<file path="src/rtl/cic_pkg.sv">
package cic_pkg;

  typedef enum logic {
    MODE_NARROW = 1'b0,
    MODE_WIDE   = 1'b1
  } rate_mode_e;

  // last counter value of a period for the selected mode
  function automatic int unsigned period_last(input rate_mode_e m,
                                              input int unsigned r_narrow,
                                              input int unsigned r_wide);
    return (m == MODE_WIDE) ? (r_wide - 1) : (r_narrow - 1);
  endfunction

endpackage

</file>
<file path="src/rtl/cic_integ_chain.sv">
module cic_integ_chain #(
  parameter int IN_W  = 6,
  parameter int ORDER = 5,
  parameter int ACC_W = 26
) (
  input  logic             clk_i,
  input  logic             rst_ni,
  input  logic             en_i,
  input  logic [IN_W-1:0]  smp_i,
  output logic [ACC_W-1:0] last_o
);

  logic [ORDER-1:0][ACC_W-1:0] acc_q;
  logic [ORDER-1:0][ACC_W-1:0] acc_n;
  logic [ACC_W-1:0]            smp_ext;

  assign smp_ext = {{(ACC_W-IN_W){smp_i[IN_W-1]}}, smp_i};

  // ripple adders, each stage fed by the previous stage's register
  always_comb begin
    acc_n = acc_q;
    if (en_i) begin
      acc_n[0] = acc_q[0] + smp_ext;
      for (int k = 1; k < ORDER; k++) begin
        acc_n[k] = acc_q[k] + acc_q[k-1];
      end
    end
  end

  always_ff @(posedge clk_i or negedge rst_ni) begin
    if (!rst_ni) begin
      acc_q <= '0;
    end else begin
      acc_q <= acc_n;
    end
  end

  assign last_o = acc_q[ORDER-1];

endmodule

</file>
<file path="src/rtl/cic_rate_ctrl.sv">
module cic_rate_ctrl
  import cic_pkg::*;
#(
  parameter int RATIO_NARROW = 16,
  parameter int RATIO_WIDE   = 8,
  localparam int CNT_W = $clog2(RATIO_NARROW)
) (
  input  logic clk_i,
  input  logic rst_ni,
  input  logic smp_vld_i,
  input  logic wide_mode_i,
  output logic tick_o,
  output logic restart_o
);

  rate_mode_e       mode_q, mode_n, mode_req;
  logic [CNT_W-1:0] cnt_q, cnt_n;
  logic             tick_q, tick_n;
  logic [CNT_W-1:0] cnt_last;

  assign mode_req  = rate_mode_e'(wide_mode_i);
  assign restart_o = (mode_req != mode_q);
  assign cnt_last  = CNT_W'(period_last(mode_q, RATIO_NARROW, RATIO_WIDE));

  always_comb begin
    mode_n = mode_q;
    cnt_n  = cnt_q;
    tick_n = 1'b0;
    if (restart_o) begin
      mode_n = mode_req;
      cnt_n  = smp_vld_i ? CNT_W'(1) : '0;
    end else if (smp_vld_i) begin
      if (cnt_q == cnt_last) begin
        cnt_n  = '0;
        tick_n = 1'b1;
      end else begin
        cnt_n = cnt_q + 1'b1;
      end
    end
  end

  always_ff @(posedge clk_i or negedge rst_ni) begin
    if (!rst_ni) begin
      mode_q <= MODE_NARROW;
      cnt_q  <= '0;
      tick_q <= 1'b0;
    end else begin
      mode_q <= mode_n;
      cnt_q  <= cnt_n;
      tick_q <= tick_n;
    end
  end

  assign tick_o = tick_q;

endmodule

</file>
<file path="src/rtl/cic_comb_chain.sv">
module cic_comb_chain #(
  parameter int ORDER = 5,
  parameter int ACC_W = 26
) (
  input  logic             clk_i,
  input  logic             rst_ni,
  input  logic             en_i,
  input  logic             clr_i,
  input  logic [ACC_W-1:0] din_i,
  output logic [ACC_W-1:0] dout_o,
  output logic             dout_vld_o
);

  logic [ORDER-1:0][ACC_W-1:0] dly_q, dly_n;
  logic [ORDER-1:0][ACC_W-1:0] diff;
  logic [ACC_W-1:0]            out_q, out_n;
  logic                        vld_q, vld_n;

  // cascade of first differences, delay of one decimated sample each
  always_comb begin
    diff[0] = din_i - dly_q[0];
    for (int k = 1; k < ORDER; k++) begin
      diff[k] = diff[k-1] - dly_q[k];
    end
  end

  always_comb begin
    dly_n = dly_q;
    out_n = out_q;
    vld_n = 1'b0;
    if (clr_i) begin
      dly_n = '0;
    end else if (en_i) begin
      dly_n[0] = din_i;
      for (int k = 1; k < ORDER; k++) begin
        dly_n[k] = diff[k-1];
      end
      out_n = diff[ORDER-1];
      vld_n = 1'b1;
    end
  end

  always_ff @(posedge clk_i or negedge rst_ni) begin
    if (!rst_ni) begin
      dly_q <= '0;
      out_q <= '0;
      vld_q <= 1'b0;
    end else begin
      dly_q <= dly_n;
      out_q <= out_n;
      vld_q <= vld_n;
    end
  end

  assign dout_o     = out_q;
  assign dout_vld_o = vld_q;

endmodule

</file>
<file path="src/rtl/cic_dual_decim.sv">
module cic_dual_decim #(
  parameter int IN_W         = 6,
  parameter int ORDER        = 5,
  parameter int RATIO_NARROW = 16,
  parameter int RATIO_WIDE   = 8,
  localparam int ACC_W = IN_W + ORDER * $clog2(RATIO_NARROW)
) (
  input  logic             clk_i,
  input  logic             rst_ni,
  input  logic [IN_W-1:0]  smp_i,
  input  logic             smp_vld_i,
  input  logic             wide_mode_i,
  output logic [ACC_W-1:0] dec_o,
  output logic             dec_vld_o
);

  logic [ACC_W-1:0] integ_last;
  logic             tick;
  logic             restart;

  cic_integ_chain #(
    .IN_W  (IN_W),
    .ORDER (ORDER),
    .ACC_W (ACC_W)
  ) u_integ (
    .clk_i  (clk_i),
    .rst_ni (rst_ni),
    .en_i   (smp_vld_i),
    .smp_i  (smp_i),
    .last_o (integ_last)
  );

  cic_rate_ctrl #(
    .RATIO_NARROW (RATIO_NARROW),
    .RATIO_WIDE   (RATIO_WIDE)
  ) u_rate (
    .clk_i       (clk_i),
    .rst_ni      (rst_ni),
    .smp_vld_i   (smp_vld_i),
    .wide_mode_i (wide_mode_i),
    .tick_o      (tick),
    .restart_o   (restart)
  );

  cic_comb_chain #(
    .ORDER (ORDER),
    .ACC_W (ACC_W)
  ) u_comb (
    .clk_i      (clk_i),
    .rst_ni     (rst_ni),
    .en_i       (tick),
    .clr_i      (restart),
    .din_i      (integ_last),
    .dout_o     (dec_o),
    .dout_vld_o (dec_vld_o)
  );

endmodule

</file>
<file path="config.mk">
export PLATFORM = sky130hd
export DESIGN_NAME = cic_dual_decim
export DESIGN_NICKNAME = d
export VERILOG_FILES = /design/src/rtl/cic_pkg.sv /design/src/rtl/cic_integ_chain.sv /design/src/rtl/cic_rate_ctrl.sv /design/src/rtl/cic_comb_chain.sv /design/src/rtl/cic_dual_decim.sv
export SDC_FILE = /design/constraint.sdc
export NUM_CORES = 1
export LEC_CHECK = 0
export BUFFER_PORTS_ARGS = -buffer_cell sky130_fd_sc_hd__buf_2
export CORE_MARGIN = 2
export CORE_UTILIZATION = 30
export CTS_CLUSTER_DIAMETER = 80
export DETAILED_ROUTE_END_ITERATION = 16
export GPL_TIMING_DRIVEN = 0
export PLACE_DENSITY_LB_ADDON = 0.08
export SYNTH_ARGS = -nofsm -noshare
export SYNTH_HDL_FRONTEND = slang
export SYNTH_SLANG_ARGS = --single-unit
</file>
<file path="constraint.sdc">
create_clock -name clk_i -period 10.44 [get_ports clk_i]
set_clock_uncertainty 0.05 [all_clocks]
set_input_delay 1.044 -clock clk_i [delete_from_list [all_inputs] [get_ports clk_i]]
set_output_delay 1.044 -clock clk_i [all_outputs]
set_load 0.05 [all_outputs]
</file>
Word-level counts from Yosys, hierarchy flattened. Cells that the tools add are included. Widths: inputs -> output; s select.

Bits in registers: 293. Input bits: 10.

Add/sub/neg operators: 11. Equality and inequality tests: 2. Multiplexer cells: 12. Bitwise operators: 1. Reductions and logical operators: 3.

Operators with widths (count): $mux 130 (2); $add 26x26->26 (5); $sub 26x26->26 (5); $mux 4 (4); $mux 1 (6); $add 4x1->4 const B (1); $eq 4x4->1 (1); $reduce_bool 2->1 (2); $reduce_and 2->1 (1); $ne 1x1->1 (1); $not 1->1 (1).

Logic depth before layout (Yosys ltp). Gate-level depths: netlist of the first run.

Depth in word-level cells: 6. Depth in mapped cells: 45.

Modules after synthesis. From an unflattened synthesis of the first run, not the netlist that was laid out.

Cell total of the unflattened synthesis: 2595. Area total of the unflattened synthesis: 23521.3 µm².

Modules (own cells, without submodules): cic_comb_chain (instances 1, cells an instance 1414, area each 12246.7 µm², seq. area each 3928.8 µm²); cic_integ_chain (instances 1, cells an instance 1145, area each 10909.2 µm², seq. area each 3253.1 µm²); cic_rate_ctrl (instances 1, cells an instance 36, area each 365.4 µm², seq. area each 150.1 µm²).

Least setup slack after synthesis of the first run. Ideal clock, no wire load.

Path kind: register -> register. From: reg u_integ.acc_q (netlist bit u_integ.last_o[0]). To: reg u_comb.out_q[25] (netlist: u_comb.dout_o[25]). Arrival: 8.154 ns. Path slack: 2.113 ns. Stages on the path, launching flop included: 42. Buffers on the path: 0. Clock period less this slack: 8.327 ns. Path through: dfrtp_1 > inv_1 > ha_1 > fa_1 > nor2b_1 > o21ai_0 > a21boi_0 > o21a_1 > o21ai_0 > a2111oi_0 > nor2_1 > xnor2_1 > ha_1 > a21oi_1 > o21ai_0 > a21oi_1 > o21ai_0 > a21o_1 > [6 not listed] > nand2_1 > a211oi_1 > nor2_1 > a21oi_1 > xnor2_1 > ha_1 > and3_1 > a2111oi_2 > xnor2_1 > ha_1 > and3_1 > a221o_1 > a21o_1 > o21bai_1 > a21oi_1 > xor2_1 > xnor2_1 > o21ai_1.

Word-level cells in the longest chain between the ends: 5.

RTL lines: start: declaration (line cic_integ_chain.sv:13) `logic [ORDER-1:0][ACC_W-1:0] acc_q;`; start signal: assignment (line cic_integ_chain.sv:34) `acc_q <= acc_n;`; $sub 26x26->26 (line cic_comb_chain.sv:21) `diff[0] = din_i - dly_q[0];`; $sub 26x26->26 (4 in a row) (line cic_comb_chain.sv:23) `diff[k] = diff[k-1] - dly_q[k];`; end signal: assignment (line cic_comb_chain.sv:50) `out_q <= out_n;`; end: declaration (line cic_comb_chain.sv:16) `logic [ACC_W-1:0] out_q, out_n;`.

Every way passes these cells. A chain may end at the register's enable or synchronous reset.

Worst setup path after layout of the first run. Ends and elaborated chain as after synthesis.

==> out/metrics.yaml, run 1 <==
finalNonFillerCells: 3557
cts_num_sinks: 293
synth_fa_ha_area_frac: 0.1474
die_area_um2: 77750
final_util: 0.3432
cpMaxStageDelayCell: "a2111oi_4"
wirelength_mm: 61.27
cts_buffers: 41
wire_per_inst_um: 17.22
grt.met1_usage: 0.2030
start_util: 0.3039
post_route_cells_drive_above_1_share: 0.09196
ys_top_cells_by_count: "dfrtp_1, nor2_1, ha_1, inv_1, a21oi_1"
floorplan.die.height_um: 278.8
synth_edf_count: 0
dr.pass1.iters: 5
gp_congestion: 0.8049
synth_ff_type: "dfrtp_1"
final_antenna_diode_count: 0
synthMostInstantiatedCell: "dfrtp_1"
rsz0062_at_grt: "no"
clock_latency_ns: 0.56
clk_pin_slew_ns: 0.06
netlist_top_cells_area: "dfrtp_1, ha_1, xnor2_1"
antenna_found_initial: 0
syn_avg_cell_area_um2: 9.156
wire_length_of_the_first_global_routing_pass_mm: 98.26
worst_setup_path_end_kind: "register"
layout_worst_path_cycle_share: 0.9246
synth-simple-area-share: 0.1277
area_share_of_the_largest_cell_type_after_synthesis: 0.3236
postRouteAntennaNets: 0
ys.warnings.count: 0
worstSetupStartpoint: "u_integ.last_o[0]$_DFFE_PN0P_"
finalCriticalPeriod_ns: 9.653
clock-root-buffer: "clkbuf_16"
post_synth_inst_count: 2475
drc: 0
timing.max_slew.rel_slack: 0.2540
viasPerCell: 4.985
r2r-end: "u_comb.dout_o[25]$_DFFE_PN0P_"
ys_seq_elements: 293
run_status: "finished clean"
holdWs_ns: 0.3874
grt_max_degree: 90
netlist_area_um2: 22660
yosys.area_share.xor_xnor: 0.08724
grt_util_all_layers: 0.1584
clockBufferDepth: 3
overall_overflow_remaining_after_global_route: 0
place_hpwl_mm: 47.29
maxClockFrequency_mhz: 103.6
placed_cells: 3482
finish.net_count: 2827
critPathRequiredTime_ns: 10.84
timing_hold_violations_final: 0
fillerInstances: 7736
clock_tree.htree_level_count: 2
worst_pin_slew_ns: 1.119
max_cap_viol_count: 0
crit_type: "register to register"
post-synth-top-area-cell: "dfrtp_1"
post-cts-setup-buffer-count: 0
io_pins: 37
drt_initial_violations: 785
post_cts_resized: 1
die_w_um: 278.8
yosysUniqueCellTypes: 78
use_met3: 0.01883
fp.coreArea_um2: 74570
setup.reg_to_reg.worst_slack_ns: 0.79
multi_input_comb_area_um2: 14410
regToRegStartpoint: "u_integ.last_o[0]$_DFFE_PN0P_"
timing.critical_path.from_type: "register"
proportion_of_synthesized_area_in_mux_cells: 0.09939
crit_arrival_ns: 10.05
use_met2: 0.2802
regArea_um2: 7332
setup_viol: 0
cts_tree: "built"
synth_compound_gate_area_share: 0.1724
routed-via-count: 17730
min-delay-path-class: "input pin to asynchronous set/reset pin"
grt_busiest_layer: "met2"
combinational_family_with_the_most_area_after_synthesis: "compound AO/OA/AOI/OAI gates"
cts_hold_buf: 0
rows: 100
area_growth_from_synthesis_to_final_layout_pct: 12.93
synth_seq_area_share: 0.3236
peak_per_stage_delay_on_the_critical_path_ns: 0.43
synth_fp_nets: 2746
ys_async_sr_fraction: 1.000
report.final.slew_viol_count: 0
grt_pass1_vias: 17840
place.port_buffers: 35
crit_fanout: 5
worst-r2r-cell-count: 43
-- per-stage QoR --
stage                     setup WS [ns]  TNS [ns]  area [µm²]
after floorplan                   2.113         0       22660
after global placement         -0.09798  -0.09798       24050
after detailed placement        -0.1137   -0.1137       24140
after CTS                       0.01266         0       25550
after global routing            0.05712         0       25590
final                            0.7869         0       25590
-- cell usage in the layout, fill, tap and decap left out, types with 14 or more instances in the layout --
master and instances:
a31oi_1 18, inv_1 195, and3_1 34, xnor2_1 164, o21ai_0 112, a21o_1 88, clkbuf_8 17, a21oi_1 171
nand2_1 142, mux2i_1 117, nor2b_1 27, o31ai_1 17, a211oi_1 22, buf_1 14, nand2b_1 28, mux2_2 96
ha_1 251, xor2_1 57, nor3_1 41, o21a_1 36, clkbuf_16 43, buf_2 36, o21bai_1 27, nor2_1 263
nand3_1 33, dfrtp_1 293, clkbuf_1 50
-- worst max path at each step --
| stage | end | slack (ns) | depth (start not counted) |
|---|---|---|---|
| 2_1_floorplan | u_comb.dout_o[25]$_DFFE_PN0P_ | 2.11 | 41 |
| 3_3_place_gp | u_comb.dout_o[25]$_DFFE_PN0P_ | -0.1 | 38 |
| 3_5_place_dp | u_comb.dout_o[25]$_DFFE_PN0P_ | -0.11 | 38 |
| 4_1_cts | u_comb.dout_o[25]$_DFFE_PN0P_ | 0.01 | 38 |
| 5_1_grt | u_comb.dout_o[25]$_DFFE_PN0P_ | 0.06 | 43 |
| 6_report | u_comb.dout_o[25]$_DFFE_PN0P_ | 0.79 | 43 |
-- layout make-up --
cell class,count,share of cell area
well taps,969,0.04738
plain buffers,59,0.008752
flip-flops and latches,293,0.2865
inverters,196,0.02875
repair buffers,38,0.01046
multi-input cells,1927,0.5630
clock buffers,67,0.05222
clock inverters,8,0.002934
-- state kept, by name (all words and copies together) (netlist names) --
| name | flops |
|---|---|
| u_comb.dly_q | 130 |
| u_comb.dout_vld_o | 1 |
| u_rate.cnt_q | 4 |
| u_rate.tick_o | 1 |
| u_integ.last_o | 26 |
| u_comb.dout_o | 26 |
| u_rate.mode_q | 1 |
| u_integ.acc_q | 104 |
-- critical path, delay by kind of cell, from the launching register on --
| kind | cells | cell delay, ns |
|---|---|---|
| DFF | 1 | 0.37 |
| and+or+nand+nor | 10 | 1.32 |
| adders and majority gates | 6 | 1.97 |
| xor gates and xnor gates | 6 | 1.24 |
| buffers and inverters | 1 | 0.07 |
| AOI/OAI and AO/OA | 20 | 4.50 |
-- logic make-up (layout without fill, tap and decap cells) --
kind of cell             Yosys count  in the layout
multiplexers                     213            213
adder cells (fa/ha/maj)          261            261
AO/OA/AOI/OAI                    598            598
buffers and inverters            255            368
AND/OR/NAND/NOR                  632            632
XOR/XNOR                         223            223
flip-flops                       293            293
-- layer usage --
| metal | vias up | part of all wire | wire length (µm) |
|---|---|---|---|
| met2 | 173 | 0.49 | 29930 |
| met5 | - | 0 | 0 |
| met1 | 8535 | 0.46 | 28450 |
| met3 | 70 | 0.024 | 1498 |
| li1 | 8955 | - | - |
| met4 | 0 | 0.023 | 1398 |
Power of run 1 is not shown: default switching activity piles up to over one toggle a cycle in this logic, so the estimate is an artifact.
==> run 2, diff against run 1 <==
- CORE_ASPECT_RATIO: not set -> 0.6
==> out/metrics.yaml, run 2 (same netlist as run 1, synthesis figures left out) <==
cts_hold_buf: 0
worst_setup_path_end_kind: "register"
layout_worst_path_cycle_share: 0.9273
final_critical_path_setup_slack_ns: 0.7590
hold_start: "u_comb.dout_o[18]$_DFFE_PN0P_"
setup_viol: 0
grt_pass1_vias: 16940
antenna_found_initial: 0
placed_area_um2: 24150
whs_path_depth: 2
finish.net_count: 2822
maxClockFrequency_mhz: 103.3
max_flop_register: "u_comb.dly_q"
wire_per_inst_um: 18.29
clock_latency_ns: 0.57
gp_congestion: 0.8207
overall_overflow_remaining_after_global_route: 0
clockBufferDepth: 3
dr.pass1.iters: 5
critPathRequiredTime_ns: 10.84
r2r-end: "u_comb.dout_o[25]$_DFFE_PN0P_"
min_to: "u_comb.dout_o[18]$_DFFE_PN0P_"
post-place-ws_ns: -0.2622
area_growth_from_synthesis_to_final_layout_pct: 12.01
setup.reg_to_reg.worst_slack_ns: 0.76
min-delay-path-class: "register to register"
rows: 78
cts_tree: "built"
crit_arrival_ns: 10.08
timing.max_slew.rel_slack: 0.1596
worst-r2r-cell-count: 39
max_cap_viol_count: 0
die_area_um2: 77820
wire_length_of_the_first_global_routing_pass_mm: 103.3
fp.coreArea_um2: 75150
rsz0062_at_grt: "no"
most-common-layout-cells: "dfrtp_1, nor2_1, ha_1"
start_util: 0.3015
report.final.slew_viol_count: 0
place_hpwl_mm: 51.12
cts_buffers: 37
die_w_um: 358.8
timing_hold_violations_final: 0
grt_max_degree: 104
floorplan.die.height_um: 216.9
viasPerCell: 4.981
peak_per_stage_delay_on_the_critical_path_ns: 0.56
clock-root-buffer: "clkbuf_16"
worst_pin_slew_ns: 1.261
post_route_cells_drive_above_1_share: 0.08805
routed-via-count: 17830
finalCriticalPeriod_ns: 9.681
crit_type: "register to register"
cpMaxStageDelayCell: "a2111oi_2"
grt_util_all_layers: 0.1695
drc: 0
io_pins: 37
regToRegStartpoint: "u_integ.last_o[1]$_DFFE_PN0P_"
drt_initial_violations: 1212
clk_pin_slew_ns: 0.06
wirelength_mm: 65.48
crit_fanout: 5
cts_num_sinks: 293
mostFrequentLayoutCell: "dfrtp_1"
largest_registers: "u_comb.dly_q: 130 flops, u_integ.acc_q: 104 flops"
timing.critical_path.from_type: "register"
largest_register_ffs: 130
place.port_buffers: 35
run_status: "finished clean"
postRouteAntennaNets: 0
clock_tree.htree_level_count: 2
final_cell_area_um2: 25380
-- run 2: changes by cell type in the layout (fill, tap and decap cells not counted), moves of 3 or more --
cell,change
o21ai_1,+3
clkbuf_16,-5
clkbuf_8,-10
clkbuf_1,+3
o21ai_0,-3
-- run 2: area by class of cell --
cell class	count	area (µm²)
clock inverter	11	100.1
sequential	293	7332
clock buffer	55	1085
fill	7813	49770
multi-input combinational	1927	14410
inverter	196	735.7
timing repair buffer	37	240.2
tap	1000	1251
antenna	2	5.005
buffer	59	224.0
-- run 2: through the flow --
| stage | TNS, ns | instances | hold WS (ns) | util |
|---|---|---|---|---|
| 2_1_floorplan | 0 | 2475 | 0.4119 | - |
| 3_3_place_gp | -0.1086 | 3510 | 0.4089 | 0.3205 |
| 3_5_place_dp | -0.2622 | 3512 | 0.4190 | 0.3214 |
| 4_1_cts | 0 | 3578 | 0.4328 | 0.3372 |
| 5_1_grt | 0 | 3578 | 0.4467 | 0.3377 |
| 6_report | 0 | 3580 | 0.4229 | 0.3378 |
-- run 2: worst max path at each step --
| stage | startpoint | end | depth (start not counted) |
|---|---|---|---|
| global placement | u_integ.last_o[0]$_DFFE_PN0P_ | u_comb.dout_o[25]$_DFFE_PN0P_ | 38 |
| finish | u_integ.last_o[1]$_DFFE_PN0P_ | u_comb.dout_o[25]$_DFFE_PN0P_ | 39 |
| floorplan | u_integ.last_o[0]$_DFFE_PN0P_ | u_comb.dout_o[25]$_DFFE_PN0P_ | 41 |
| CTS | u_integ.last_o[0]$_DFFE_PN0P_ | u_comb.dout_o[25]$_DFFE_PN0P_ | 38 |
| global route | u_integ.last_o[0]$_DFFE_PN0P_ | u_comb.dout_o[25]$_DFFE_PN0P_ | 42 |
| detailed placement | u_integ.last_o[0]$_DFFE_PN0P_ | u_comb.dout_o[25]$_DFFE_PN0P_ | 38 |
-- run 2: critical path: cells and delay by family (launching register included) --
kind	cells	cell delay, ns
AND/OR/NAND/NOR	11	1.76
AO/OA/AOI/OAI	17	4.01
flip-flops	1	0.42
XOR/XNOR	6	1.61
adder cells (fa/ha/maj)	5	1.68
-- run 2: repair_timing --
| action | CTS | global route |
|---|---|---|
| setup buffers | 0 | 0 |
| setup endpoints to repair | 1 | 3 |
| gates resized for setup | 2 | 8 |
| cloned | 0 | 0 |
| hold endpoints to repair | 0 | 0 |
-- run 2: routing by layer --
layer,global-route usage,wire length (µm),part of all wire,up-vias
met5,0,0,0,-
li1,-,-,-,8936
met3,0.02874,3318,0.051,63
met4,0.03333,948,0.014,0
met2,0.1901,20400,0.31,324
met1,0.3052,40820,0.62,8510
Power of run 2 is left out for the same reason.
==> run 3, diff against run 2 <==
- SYNTH_HIERARCHICAL: not set -> 1
==> out/metrics.yaml, run 3 <==
run_status: "finished, violations left"
violations_in_the_final_reports: "max-capacitance violations, max-slew violations"
synth_ff_type: "dfrtp_1"
wire_length_of_the_first_global_routing_pass_mm: 106.5
area_growth_from_synthesis_to_final_layout_pct: 11.92
rsz0062_at_grt: "no"
worst_setup_path_end_kind: "register"
drc: 0
synth_fa_ha_area_frac: 0.1420
ys.warnings.count: 6
synth-simple-area-share: 0.1272
crit_fanout: 6
yosysUniqueCellTypes: 94
gp_congestion: 0.8700
cts_buffers: 38
rows: 79
wirelength_mm: 67.57
proportion_of_synthesized_area_in_mux_cells: 0.09836
grt_busiest_layer: "met1"
synth_seq_area_share: 0.3117
largest_registers: "u_comb/dly_q: 130 flops, u_integ/acc_q: 104 flops"
mostFrequentLayoutCell: "dfrtp_1"
cts_hold_buf: 0
post_synth_inst_count: 2595
setup.reg_to_reg.worst_slack_ns: 0.91
most-common-layout-cells: "dfrtp_1, nor2_1, ha_1"
area_share_of_the_largest_cell_type_after_synthesis: 0.3117
post-place-ws_ns: 0.6173
yosys.area_share.xor_xnor: 0.08133
netlist_top_cells_area: "dfrtp_1, ha_1, xnor2_1"
worst_pin_slew_ns: 1.493
clock_latency_ns: 0.57
synth_edf_count: 0
report.final.slew_viol_count: 1
peak_per_stage_delay_on_the_critical_path_ns: 0.56
drt_initial_violations: 1390
crit_type: "register to register"
use_met2: 0.1838
timing.max_slew.rel_slack: -0.004107
place_hpwl_mm: 53.11
synth_fp_nets: 2866
post-cts-setup-buffer-count: 0
start_util: 0.3031
fp.coreArea_um2: 77590
clk_pin_slew_ns: 0.06
finalCriticalPeriod_ns: 9.530
cp_common_cell: "ha_1"
place.port_buffers: 36
floorplan.die.height_um: 220.9
ys_top_cells_by_count: "dfrtp_1, nor2_1, ha_1, inv_1, a21oi_1"
final_critical_path_setup_slack_ns: 0.9102
die_area_um2: 80730
max_cap_viol_count: 1
use_met3: 0.02819
largest_register_ffs: 130
regToRegStartpoint: "u_integ/last_o[0]$_DFFE_PN0P_"
cpMaxStageDelayCell: "o41ai_1"
critPathRequiredTime_ns: 10.89
clock-root-buffer: "clkbuf_16"
grt_util_all_layers: 0.1686
overall_overflow_remaining_after_global_route: 0
setup_tns_ns: 0
viasPerCell: 5.012
setup_viol: 0
cts_tree: "built"
r2r-end: "u_comb/dout_o[25]$_DFFE_PN0P_"
ys_async_sr_fraction: 1.000
timing.critical_path.from_type: "register"
timing_hold_violations_final: 0
synthMostInstantiatedCell: "dfrtp_1"
combinational_family_with_the_most_area_after_synthesis: "compound AO/OA/AOI/OAI gates"
worst-r2r-cell-count: 40
grt_max_degree: 97
die_w_um: 365.5
syn_avg_cell_area_um2: 9.064
final_util: 0.3393
clock_tree.htree_level_count: 2
routed-via-count: 18800
post-synth-top-area-cell: "dfrtp_1"
ys_seq_elements: 293
grt_pass1_vias: 17900
synth_compound_gate_area_share: 0.1876
cts_num_sinks: 293
grt.met1_usage: 0.3114
postRouteAntennaNets: 0
post_route_cells_drive_above_1_share: 0.09347
io_pins: 37
wire_per_inst_um: 18.02
antenna_found_initial: 3
dr.pass1.iters: 5
layout_worst_path_cycle_share: 0.9128
clockBufferDepth: 3
max_flop_register: "u_comb/dly_q"
min-delay-path-class: "input pin to asynchronous set/reset pin"
maxClockFrequency_mhz: 104.9
crit_arrival_ns: 9.98
finish.net_count: 2945
netlist_area_um2: 23520
==> run 3: cell type report <==
cell class              instances  area (µm²)
inverters                     199       747.0
clock buffers                  58        1147
fillers                      8011       51270
flip-flops and latches        293        7332
multi-input cells            2008       14990
diodes                          1       2.502
plain buffers                  95       470.5
repair buffers                 39       272.8
clock inverters                 4       48.80
well taps                    1053        1318
==> run 3: worst max-delay path: cells and delay by family (launching register included) <==
family	cells	cell delay [ns]
AO/OA/AOI/OAI	17	4.02
XOR/XNOR	6	1.19
adder cells (fa/ha/maj)	6	2.02
AND/OR/NAND/NOR	9	1.63
flip-flops	1	0.37
buffers and inverters	2	0.15
==> run 3: cells by family (layout without fill, tap and decap cells) <==
| logic type | Yosys count | in the layout |
|---|---|---|
| AOI/OAI and AO/OA | 670 | 670 |
| xor gates and xnor gates | 216 | 216 |
| adders and majority gates | 261 | 261 |
| buffers and inverters | 294 | 395 |
| DFF | 293 | 293 |
| muxes | 219 | 219 |
| other | 0 | 1 |
| and+or+nand+nor | 642 | 642 |
==> run 3: routing by layer <==
layer,part of all wire,vias up
li1,-,9400
met1,0.62,8890
met2,0.31,443
met3,0.058,60
met4,0.013,2
met5,0.00019,-
==> run 3: worst max-delay path by stage <==
stage                                   from                             to  cells past startpoint
2_1_floorplan  u_integ/last_o[0]$_DFFE_PN0P_  u_comb/dout_o[25]$_DFFE_PN0P_                     41
3_3_place_gp   u_integ/last_o[0]$_DFFE_PN0P_  u_comb/dout_o[25]$_DFFE_PN0P_                     42
3_5_place_dp   u_integ/last_o[0]$_DFFE_PN0P_  u_comb/dout_o[25]$_DFFE_PN0P_                     42
4_1_cts        u_integ/last_o[0]$_DFFE_PN0P_  u_comb/dout_o[25]$_DFFE_PN0P_                     42
5_1_grt        u_integ/last_o[0]$_DFFE_PN0P_  u_comb/dout_o[25]$_DFFE_PN0P_                     41
6_report       u_integ/last_o[0]$_DFFE_PN0P_  u_comb/dout_o[25]$_DFFE_PN0P_                     40
==> run 3: per-stage QoR <==
stage          hold slack, ns  instance area (µm²)  instances
2_1_floorplan          0.3928                23520       2595
3_5_place_dp           0.4122                25110       3687
4_1_cts                0.2445                26310       3749
6_report               0.2749                26330       3750
5_1_grt                0.2653                26320       3749
3_3_place_gp           0.4088                25020       3684
==> run 3: timing repair <==
action | 4_1_cts | 5_1_grt
hold endpoints to repair | 0 | 0
resized for setup | 0 | 3
endpoints found under the setup margin | 0 | 1
Power of run 3 is left out for the same reason.
